### src/rtl/pm_pkg.sv
package pm_pkg;
  parameter int TAG_W  = 15;
  parameter int OFS_W  = 12;
  parameter int YEXT_W = 3;
  parameter int CS_W   = 2;
  parameter int X_W    = 8;
  parameter int BUS_W  = 8;
  localparam int LA_W  = TAG_W + OFS_W;
  localparam int Y_W   = OFS_W + YEXT_W - X_W;
  localparam int ROWS  = 2 * (1 << CS_W);

  typedef struct packed {
    logic              valid;
    logic [TAG_W-1:0]  tag;
    logic [CS_W-1:0]   cs;
    logic [YEXT_W-1:0] yext;
  } cam_ent_t;

  typedef enum logic [2:0] {
    S_IDLE = 3'd0,
    S_LOOK = 3'd1,
    S_XPH  = 3'd2,
    S_YPH  = 3'd3,
    S_DONE = 3'd4
  } seq_st_t;
endpackage

### src/rtl/pm_rst_sync.sv
module pm_rst_sync (
  input  logic clk,
  input  logic rst_n,
  output logic rst_n_sync
);
  logic [1:0] sync_q;

  always_ff @(posedge clk or negedge rst_n) begin
    if (!rst_n) sync_q <= 2'b00;
    else        sync_q <= {sync_q[0], 1'b1};
  end

  assign rst_n_sync = sync_q[1];
endmodule

### src/rtl/pm_cam.sv
module pm_cam
  import pm_pkg::*;
#(
  parameter int ENTRIES = 16,
  localparam int IDX_W  = $clog2(ENTRIES)
) (
  input  logic             clk,
  input  logic             rst_n,
  input  logic             wr_en,
  input  logic [IDX_W-1:0] wr_idx,
  input  cam_ent_t         wr_ent,
  input  logic [TAG_W-1:0] key,
  output logic             hit,
  output cam_ent_t         hit_ent
);
  cam_ent_t           ents [ENTRIES];
  logic [ENTRIES-1:0] match;

  for (genvar g = 0; g < ENTRIES; g++) begin : g_ent
    logic ld_en;
    assign ld_en = wr_en && (wr_idx == IDX_W'(g));

    always_ff @(posedge clk or negedge rst_n) begin
      if (!rst_n)     ents[g] <= '0;
      else if (ld_en) ents[g] <= wr_ent;
    end

    assign match[g] = ents[g].valid && (ents[g].tag == key);
  end

  // lowest index wins: scan downward so the last assignment is the lowest match
  always_comb begin
    hit_ent = '0;
    for (int i = ENTRIES - 1; i >= 0; i--) begin
      if (match[i]) hit_ent = ents[i];
    end
  end

  assign hit = |match;
endmodule

### src/rtl/pm_seq.sv
module pm_seq
  import pm_pkg::*;
(
  input  logic              clk,
  input  logic              rst_n,
  input  logic              req,
  input  logic [LA_W-1:0]   laddr,
  input  logic              cam_hit,
  input  cam_ent_t          cam_ent,
  output logic [TAG_W-1:0]  key,
  output logic [ROWS-1:0]   row_sel,
  output logic [BUS_W-1:0]  abus,
  output logic              xstb,
  output logic              ystb,
  output logic              hit,
  output logic              miss,
  output logic              done
);
  seq_st_t           st_q, st_d;
  logic [LA_W-1:0]   addr_q;
  logic              addr_en;
  logic [YEXT_W-1:0] yext_q;
  logic              yext_en;
  logic [ROWS-1:0]   row_q, row_d;
  logic [BUS_W-1:0]  abus_q, abus_d;
  logic              xstb_q, xstb_d, ystb_q, ystb_d;
  logic              hit_q, hit_d, miss_q, miss_d, done_q, done_d;
  logic [Y_W-1:0]    yaddr;

  assign yaddr = {yext_q, addr_q[OFS_W-1:X_W]};

  always_comb begin
    st_d    = st_q;
    addr_en = 1'b0;
    yext_en = 1'b0;
    row_d   = row_q;
    abus_d  = '0;
    xstb_d  = 1'b0;
    ystb_d  = 1'b0;
    hit_d   = 1'b0;
    miss_d  = 1'b0;
    done_d  = 1'b0;
    unique case (st_q)
      S_IDLE: begin
        row_d = '0;
        if (req) begin
          addr_en = 1'b1;
          st_d    = S_LOOK;
        end
      end
      S_LOOK: begin
        if (cam_hit) begin
          st_d    = S_XPH;
          yext_en = 1'b1;
          hit_d   = 1'b1;
          xstb_d  = 1'b1;
          abus_d  = BUS_W'(addr_q[X_W-1:0]);
          row_d   = '0;
          row_d[{cam_ent.cs, cam_ent.yext[YEXT_W-1]}] = 1'b1;
        end else begin
          miss_d = 1'b1;
          st_d   = S_IDLE;
        end
      end
      S_XPH: begin
        st_d   = S_YPH;
        ystb_d = 1'b1;
        abus_d = BUS_W'(yaddr);
      end
      S_YPH: begin
        st_d   = S_DONE;
        done_d = 1'b1;
      end
      S_DONE: begin
        st_d  = S_IDLE;
        row_d = '0;
      end
      default: begin
        st_d  = S_IDLE;
        row_d = '0;
      end
    endcase
  end

  always_ff @(posedge clk or negedge rst_n) begin
    if (!rst_n) begin
      st_q   <= S_IDLE;
      addr_q <= '0;
      yext_q <= '0;
      row_q  <= '0;
      abus_q <= '0;
      xstb_q <= 1'b0;
      ystb_q <= 1'b0;
      hit_q  <= 1'b0;
      miss_q <= 1'b0;
      done_q <= 1'b0;
    end else begin
      st_q   <= st_d;
      if (addr_en) addr_q <= laddr;
      if (yext_en) yext_q <= cam_ent.yext;
      row_q  <= row_d;
      abus_q <= abus_d;
      xstb_q <= xstb_d;
      ystb_q <= ystb_d;
      hit_q  <= hit_d;
      miss_q <= miss_d;
      done_q <= done_d;
    end
  end

  assign key     = addr_q[LA_W-1:OFS_W];
  assign row_sel = row_q;
  assign abus    = abus_q;
  assign xstb    = xstb_q;
  assign ystb    = ystb_q;
  assign hit     = hit_q;
  assign miss    = miss_q;
  assign done    = done_q;
endmodule

### src/rtl/page_mapper.sv
module page_mapper
  import pm_pkg::*;
#(
  parameter int ENTRIES = 16,
  localparam int IDX_W  = $clog2(ENTRIES)
) (
  input  logic              clk,
  input  logic              rst_n,
  input  logic              req_i,
  input  logic [LA_W-1:0]   laddr_i,
  input  logic              wr_en_i,
  input  logic [IDX_W-1:0]  wr_idx_i,
  input  logic [TAG_W-1:0]  wr_tag_i,
  input  logic [CS_W-1:0]   wr_cs_i,
  input  logic [YEXT_W-1:0] wr_yext_i,
  input  logic              wr_valid_i,
  output logic [ROWS-1:0]   row_sel_o,
  output logic [BUS_W-1:0]  abus_o,
  output logic              xstb_o,
  output logic              ystb_o,
  output logic              hit_o,
  output logic              miss_o,
  output logic              done_o
);
  logic             rst_n_sync;
  cam_ent_t         wr_ent;
  cam_ent_t         hit_ent;
  logic             cam_hit;
  logic [TAG_W-1:0] key;

  assign wr_ent = '{valid: wr_valid_i, tag: wr_tag_i, cs: wr_cs_i, yext: wr_yext_i};

  pm_rst_sync u_rst (
    .clk        (clk),
    .rst_n      (rst_n),
    .rst_n_sync (rst_n_sync)
  );

  pm_cam #(.ENTRIES(ENTRIES)) u_cam (
    .clk     (clk),
    .rst_n   (rst_n_sync),
    .wr_en   (wr_en_i),
    .wr_idx  (wr_idx_i),
    .wr_ent  (wr_ent),
    .key     (key),
    .hit     (cam_hit),
    .hit_ent (hit_ent)
  );

  pm_seq u_seq (
    .clk     (clk),
    .rst_n   (rst_n_sync),
    .req     (req_i),
    .laddr   (laddr_i),
    .cam_hit (cam_hit),
    .cam_ent (hit_ent),
    .key     (key),
    .row_sel (row_sel_o),
    .abus    (abus_o),
    .xstb    (xstb_o),
    .ystb    (ystb_o),
    .hit     (hit_o),
    .miss    (miss_o),
    .done    (done_o)
  );
endmodule

### config.mk
export PLATFORM = sky130hd
export DESIGN_NAME = page_mapper
export DESIGN_NICKNAME = d
export VERILOG_FILES = /design/src/rtl/pm_pkg.sv /design/src/rtl/pm_rst_sync.sv /design/src/rtl/pm_cam.sv /design/src/rtl/pm_seq.sv /design/src/rtl/page_mapper.sv
export SDC_FILE = /design/constraint.sdc
export NUM_CORES = 1
export LEC_CHECK = 0
export BUFFER_PORTS_ARGS = -buffer_cell sky130_fd_sc_hd__buf_2
export CORE_UTILIZATION = 30
export CTS_CLUSTER_DIAMETER = 120
export DETAILED_ROUTE_END_ITERATION = 6
export PLACE_DENSITY = 0.45
export SLEW_MARGIN = 30
export SYNTH_ARGS = -nofsm -noshare
export SYNTH_HDL_FRONTEND = slang
export SYNTH_SLANG_ARGS = --single-unit
### constraint.sdc
create_clock -name clk -period 15.2 [get_ports clk]
set_clock_uncertainty 0.2 [all_clocks]
set_input_delay 0.76 -clock clk [delete_from_list [all_inputs] [get_ports clk]]
set_output_delay 0.76 -clock clk [all_outputs]
set_load 0.05 [all_outputs]
==> flow_summary.json, run 1 <==
{
  "clock-sinks": 391,
  "reg2reg_slack_ns": 11.10,
  "detail_route.wl_per_cell_microns": 24.4,
  "worst_pin_slew_ns": 0.934,
  "muxShareOfSynthArea": 0.209,
  "port_buffers": 76,
  "cts_tree": "yes",
  "postCtsSetupBuffers": 0,
  "drive_gt1_frac": 0.348,
  "synth_commonest_cells": "dfrtp_1, mux2_2, xnor2_1",
  "die_area_sq_um": 66500,
  "syn_inst": 1600,
  "p_int_mw": 2.23,
  "area_growth_pct": 14.7,
  "clockBufferDepth": 3,
  "holdPathEnd": "u_rst.sync_q[1]",
  "fin_crit_sh": 0.270,
  "fin_nets": 1722,
  "rr_worst_depth": 10,
  "ys_warn_count": 0,
  "slowest_delay_ns": 0.94,
  "clock-root-buffer": "clkbuf_16",
  "place_ws_ns": 11.04,
  "synth_area_leaders": "dfrtp_1, mux2_2, xnor2_1",
  "io_pins": 77,
  "p_sw_mw": 0.961,
  "rsz0062_at_grt": "false",
  "dr.pass1.iters": 7,
  "r2r-end": "u_seq.row_sel[4]",
  "r2r-start": "u_seq.addr_q[20]",
  "syn-num-nets": 1656,
  "yosysUniqueCellTypes": 77,
  "initial_utilization": 0.304,
  "fp.coreArea_sq_um": 64600,
  "antenna_left": 0,
  "drt_iter0_markers": 883,
  "hp-start": "u_rst.sync_q[0]",
  "holdWs_ns": 0.148,
  "die_y_microns": 258,
  "power.clock.fraction": 0.330,
  "hold_path.class": "reg -> reg",
  "final_max_slew_viol_count": 0,
  "setup_ws_ns": 11.10,
  "p_leak_nw": 9.09,
  "synth_most_common_cell": "dfrtp_1",
  "path_class": "reg -> reg",
  "cp_slowest_cell": "nor4_2",
  "grt_pass1_wl_mm": 93.0,
  "yosysSeqAreaShare": 0.498,
  "yosys_register_bits": 391,
  "worstPathRequired_ns": 15.45,
  "htree_levels": 2,
  "ys_async_sr_fraction": 1.00,
  "clock_latency_ns": 0.58,
  "hold_viol_final": 0,
  "dp_hpwl_mm": 41.2,
  "rows": 93,
  "path_delay_family": "simple AND/OR/NAND/NOR gates",
  "synth-simple-area-share": 0.107,
  "syn_area_per_cell_sq_um": 12.3,
  "avgViaCountPerCell": 5.16,
  "synth_xor_area_frac": 0.108,
  "path_clk_slew_ns": 0.06,
  "status": "completed",
  "dr_wl_met2_mm": 28.9,
  "synth.top_cell.area_share": 0.498,
  "overflow": 0,
  "synth_flop_cell": "dfrtp_1",
  "comb_power_share": 0.220,
  "wl_met3_mm": 2.14,
  "routabilityCongestion": 0.868,
  "setup_viol": 0,
  "synthAdderAreaFrac": 0,
  "cts_made_buffers": 45,
  "synth-compound-area-share": 0.0481,
  "arrival_ns": 4.34,
  "drc": 0,
  "synth_area_sq_um": 19600,
  "peakVddDrop_uv": 60.1,
  "synth_top_family_by_area": "multiplexers",
  "totalNegativeSetupSlack_ns": 0,
  "critical_path_buf_inv_count": 1,
  "vias": 13200,
  "grt_pass1_vias": 13600,
  "grt_max_degree": 159,
  "place_area_sq_um": 21100,
  "worstSetupStartpointType": "flip-flop",
  "top_layer_used": "met4",
  "grtUsageTotal": 0.189,
  "antenna_found_initial": 3,
  "powerDensity_nw_per_um2": 142,
  "stdcell_area_sq_um": 22500,
  "synth_top_cell_by_area": "dfrtp_1",
  "routed_wl_mm": 62.4,
  "hold_depth": 0,
  "p_seq_frac": 0.449,
  "utilization": 0.349,
  "maxCapViolCount": 0,
  "wl_met1_mm": 29.5,
  "synth-edff-count": 0,
  "switching_share": 0.301,
  "worstPathCellList": "buf_4 > xnor2_1 > nand4_1 > nor4_2 > a22oi_1 > and2_1 > o311a_1 > o211ai_1 > nor2_1 > a22o_1",
  "period_minus_slack_ns": 4.10,
  "die_w_microns": 258,
  "cp-end-kind": "flip-flop",
  "crit_path_max_fanout": 11,
  "slew_headroom": 0.372,
  "fmax_mhz": 244
}
cells by family (layout without fill, tap and decap cells):
logic type	Yosys count	in the layout
DFF	391	391
muxes	366	366
and+or+nand+nor	358	358
xor gates and xnor gates	241	241
AOI/OAI and AO/OA	123	123
buffers and inverters	120	218
other	1	3
power groups by stage:
stage | clock (mW) | combinational, mW | sequential [mW]
final | 1.05 | 0.703 | 1.43
after global routing | 1.13 | 0.766 | 1.46
after CTS | 1.09 | 0.708 | 1.43
after detailed placement | 0 | 0.705 | 1.45
after global placement | 0 | 0.694 | 1.45
after floorplan | 0 | 0.539 | 1.41
repair_timing:
item                                    4_1_cts  5_1_grt
endpoints found under the setup margin        0        0
hold buffers                                  1        0
endpoints found under the hold margin         2        0
gates resized for setup                       0        0
state kept, by name, indices dropped and copies added, names as in the netlist, 2 cells and up:
| signal | count |
|---|---|
| u_seq.st_q | 3 |
| u_seq.addr_q | 27 |
| u_seq.row_sel | 8 |
| u_rst.sync_q | 2 |
| u_seq.yext_q | 3 |
| u_seq.abus | 8 |
| u_cam.ents | 336 |
per-layer routing:
| layer | vias up | global-route usage |
|---|---|---|
| met2 | 289 | 0.306 |
| met3 | 97 | 0.0234 |
| met5 | - | 0 |
| met1 | 6903 | 0.262 |
| li1 | 5897 | - |
| met4 | 0 | 0.0583 |
cell type report:
class / count / area [sq um]
clock buffer: 70 / 1360
multi-input combinational: 1089 / 9410
timing repair buffer: 118 / 763
tap: 855 / 1070
inverter: 21 / 78.8
sequential: 391 / 9790
fill: 6364 / 42000
antenna: 2 / 5.00
clock inverter: 9 / 56.3
through the flow:
stage | power (mW) | instances
3_3_place_gp | 2.14 | 2471
6_report | 3.19 | 2555
4_1_cts | 3.23 | 2552
3_5_place_dp | 2.16 | 2472
2_1_floorplan | 1.95 | 1600
5_1_grt | 3.36 | 2553
cell usage in the layout (no fill, tap or decap), types with 13 or more instances in the layout:
cell and instances:
nor4_2 14, nand4_1 75, clkbuf_16 46, nor3_1 28, mux2_2 359, xor2_1 29
nor2b_1 13, o21ai_0 16, nand2_1 65, buf_4 37, nand2b_1 14, xnor2_1 211
nor4_1 19, dfrtp_1 390, nor2_1 30, inv_1 21, buf_2 76
worst max path at each step:
| stage | startpoint | end | slack (ns) | cells after the start |
|---|---|---|---|---|
| after floorplan | u_rst.sync_q[1] | u_cam.ents[0] | 3.30 | 0 |
| after global placement | u_seq.addr_q[16] | u_seq.row_sel[0] | 10.68 | 11 |
| after detailed placement | u_seq.addr_q[16] | u_seq.yext_q[1] | 11.04 | 10 |
| after CTS | u_seq.addr_q[16] | u_seq.yext_q[1] | 11.01 | 10 |
| after global routing | u_seq.addr_q[23] | u_seq.row_sel[5] | 10.82 | 10 |
| final | u_seq.addr_q[20] | u_seq.row_sel[4] | 11.10 | 10 |
(Power assumes the default switching activity.)
==> run 2, diff against run 1 <==
--- a/config.mk
+++ b/config.mk
@@ -9,7 +9,7 @@
 export CORE_UTILIZATION = 30
 export CTS_CLUSTER_DIAMETER = 120
 export DETAILED_ROUTE_END_ITERATION = 6
-export PLACE_DENSITY = 0.45
+export PLACE_DENSITY = 0.46
 export SLEW_MARGIN = 30
 export SYNTH_ARGS = -nofsm -noshare
 export SYNTH_HDL_FRONTEND = slang
==> constraint.sdc (replaced) <==
create_clock -name clk -period 3.6 [get_ports clk]
set_clock_uncertainty 0.2 [all_clocks]
set_input_delay 0.18 -clock clk [delete_from_list [all_inputs] [get_ports clk]]
set_output_delay 0.18 -clock clk [all_outputs]
set_load 0.05 [all_outputs]
==> run 2 against run 1 <==
Non-clock buffer count rose by 118. Critical path type unchanged. Flip-flop and latch count unchanged. Die area unchanged. Setup slack worse by 11 ns. Hold slack got worse by 0.12 ns. Largest cell class unchanged. Clock power rose to 4.6 times the previous value. Total power grew to 4.4 times the previous value. Sequential power rose to 4.2 times the previous value. Via count increased by 3.4%. Global-route usage increased by 0.34 points. Critical path depth increased by 1.
==> flow_summary.json, run 2 (synthesized netlist as in run 1, its figures left out) <==
{
  "fin_crit_sh": 0.968,
  "powerDensity_nw_per_um2": 593,
  "antennaDiodeCount": 0,
  "layout_commonest_cell": "dfrtp_1",
  "die_area_sq_um": 66500,
  "largest_reg_flops": 336,
  "reg2reg_slack_ns": 0.12,
  "io_pins": 77,
  "initial_utilization": 0.304,
  "grtUsageTotal": 0.192,
  "hold_viol_final": 0,
  "routabilityCongestion": 0.901,
  "hold_path.class": "in -> reg",
  "port_buffers": 76,
  "avgViaCountPerCell": 5.10,
  "worstSetupStartpointType": "flip-flop",
  "fp.coreArea_sq_um": 64600,
  "grt_pass1_wl_mm": 95.0,
  "worstPathRequired_ns": 3.86,
  "rr_worst_depth": 11,
  "maxCapViolCount": 0,
  "htree_levels": 2,
  "clockBufferDepth": 3,
  "crit_path_max_fanout": 9,
  "overflow": 0,
  "cts_made_buffers": 44,
  "rsz0062_at_grt": "false",
  "dr.pass1.iters": 6,
  "postCtsSetupBuffers": 0,
  "drt_iter0_markers": 926,
  "power.total_mw": 14.1,
  "routed_wl_mm": 63.3,
  "p_leak_nw": 9.69,
  "arrival_ns": 3.75,
  "cp-end-kind": "flip-flop",
  "path_class": "reg -> reg",
  "clock-root-buffer": "clkbuf_16",
  "period_minus_slack_ns": 3.48,
  "hp-start": "wr_tag_i[11]",
  "r2r-start": "u_seq.addr_q[12]",
  "grt_max_degree": 75,
  "status": "completed",
  "fin_nets": 1839,
  "utilization": 0.367,
  "area_growth_pct": 20.7,
  "setup_viol": 0,
  "cp_slowest_cell": "a221oi_1",
  "path_common_cell": "buf_4",
  "reg.largest.list": "u_cam.ents x336, u_seq.addr_q x27",
  "antenna_found_initial": 2,
  "holdWs_ns": 0.0298,
  "worstPathCellList": "buf_4 > buf_4 > xnor2_1 > and4_1 > nor4bb_1 > buf_4 > o41ai_1 > a221oi_1 > a21oi_1 > or2_1 > a32o_1",
  "detail_route.wl_per_cell_microns": 23.7,
  "peakVddDrop_uv": 405,
  "final_max_slew_viol_count": 0,
  "vias": 13600,
  "layout_common_cells": "dfrtp_1, mux2_2, xnor2_1",
  "placed_cells": 2555,
  "rows": 93,
  "path_clk_slew_ns": 0.06,
  "drive_gt1_frac": 0.375,
  "cts_tree": "yes",
  "holdPathEnd": "u_cam.ents[79]",
  "dp_hpwl_mm": 43.3,
  "fmax_mhz": 287,
  "die_w_microns": 258,
  "grt_pass1_vias": 14000,
  "r2r-end": "u_seq.row_sel[1]",
  "critical_path_buf_inv_count": 3,
  "finalNonFillerCells": 2672,
  "die_y_microns": 258,
  "drc": 0,
  "top_register": "u_cam.ents",
  "path_delay_family": "compound AO/OA/AOI/OAI gates",
  "clock_latency_ns": 0.58,
  "hold_depth": 2,
  "clock-sinks": 391,
  "worst_pin_slew_ns": 0.857,
  "slew_headroom": 0.427,
  "slowest_delay_ns": 0.47,
  "antenna_left": 0,
  "fill_cells": 6306
}
==> run 2: changes by cell type in the layout (fill, tap and decap cells not counted), moves of 3 or more <==
cell	change
buf_4	+74
dlygate4sd3_1	+36
buf_12	+8
bufinv_16	+6
a2111oi_0	-3
a2111oi_1	+3
clkbuf_1	-3
clkinv_2	-3
nor4_1	-3
nor4_2	+3
==> run 2: worst max path at each step <==
stage                          start  slack (ns)          endpoint  cells after the start
floorplan            u_rst.sync_q[1]       -0.45     u_cam.ents[0]                      0
global placement    u_seq.addr_q[23]       -0.07  u_seq.row_sel[0]                     11
detailed placement  u_seq.addr_q[25]       -0.02  u_seq.row_sel[4]                     11
CTS                 u_seq.addr_q[25]        0.05  u_seq.row_sel[4]                     11
global route        u_seq.addr_q[22]      0.0004  u_seq.row_sel[5]                      9
finish              u_seq.addr_q[12]        0.12  u_seq.row_sel[1]                     11
==> run 2: cell type report <==
class	count	area, sq um	share of cell area
sequential	391	9790	0.413
multi-input combinational	1089	9430	0.398
timing repair buffer	236	1810	0.0762
clock buffer	64	1300	0.0547
tap	855	1070	0.0451
clock inverter	16	246	0.0104
inverter	21	78.8	0.00332
==> run 2: what timing repair did <==
action	4_1_cts	5_1_grt
hold endpoints to repair	81	0
cloned	0	0
endpoints found under the setup margin	8	8
hold buffers	37	0
gates resized for setup	3	17
==> run 2: routing by layer <==
layer	wire length, microns	share of wire	global-route usage	vias up
li1	-	-	-	6152
met1	30700	0.49	0.275	7121
met2	29200	0.46	0.308	290
met3	2350	0.037	0.0248	67
met4	1040	0.016	0.0440	0
met5	0	0	0	-
==> run 2: metrics by stage <==
step                      cell area [sq um]  TNS [ns]  worst slack [ns]
after floorplan                       19600   -173.12            -0.445
after global routing                  23700         0          0.000393
after global placement                21700    -0.255           -0.0740
after detailed placement              21700   -0.0721           -0.0210
after CTS                             23600         0            0.0496
final                                 23700         0             0.117
==> run 2: report_power, final <==
part           switching (mW)  internal (mW)  leakage [nW]  total, mW
Clock                    1.91           2.93         0.755       4.84
Sequential              0.718           5.33          4.81       6.05
Combinational            1.53           1.63          4.13       3.16
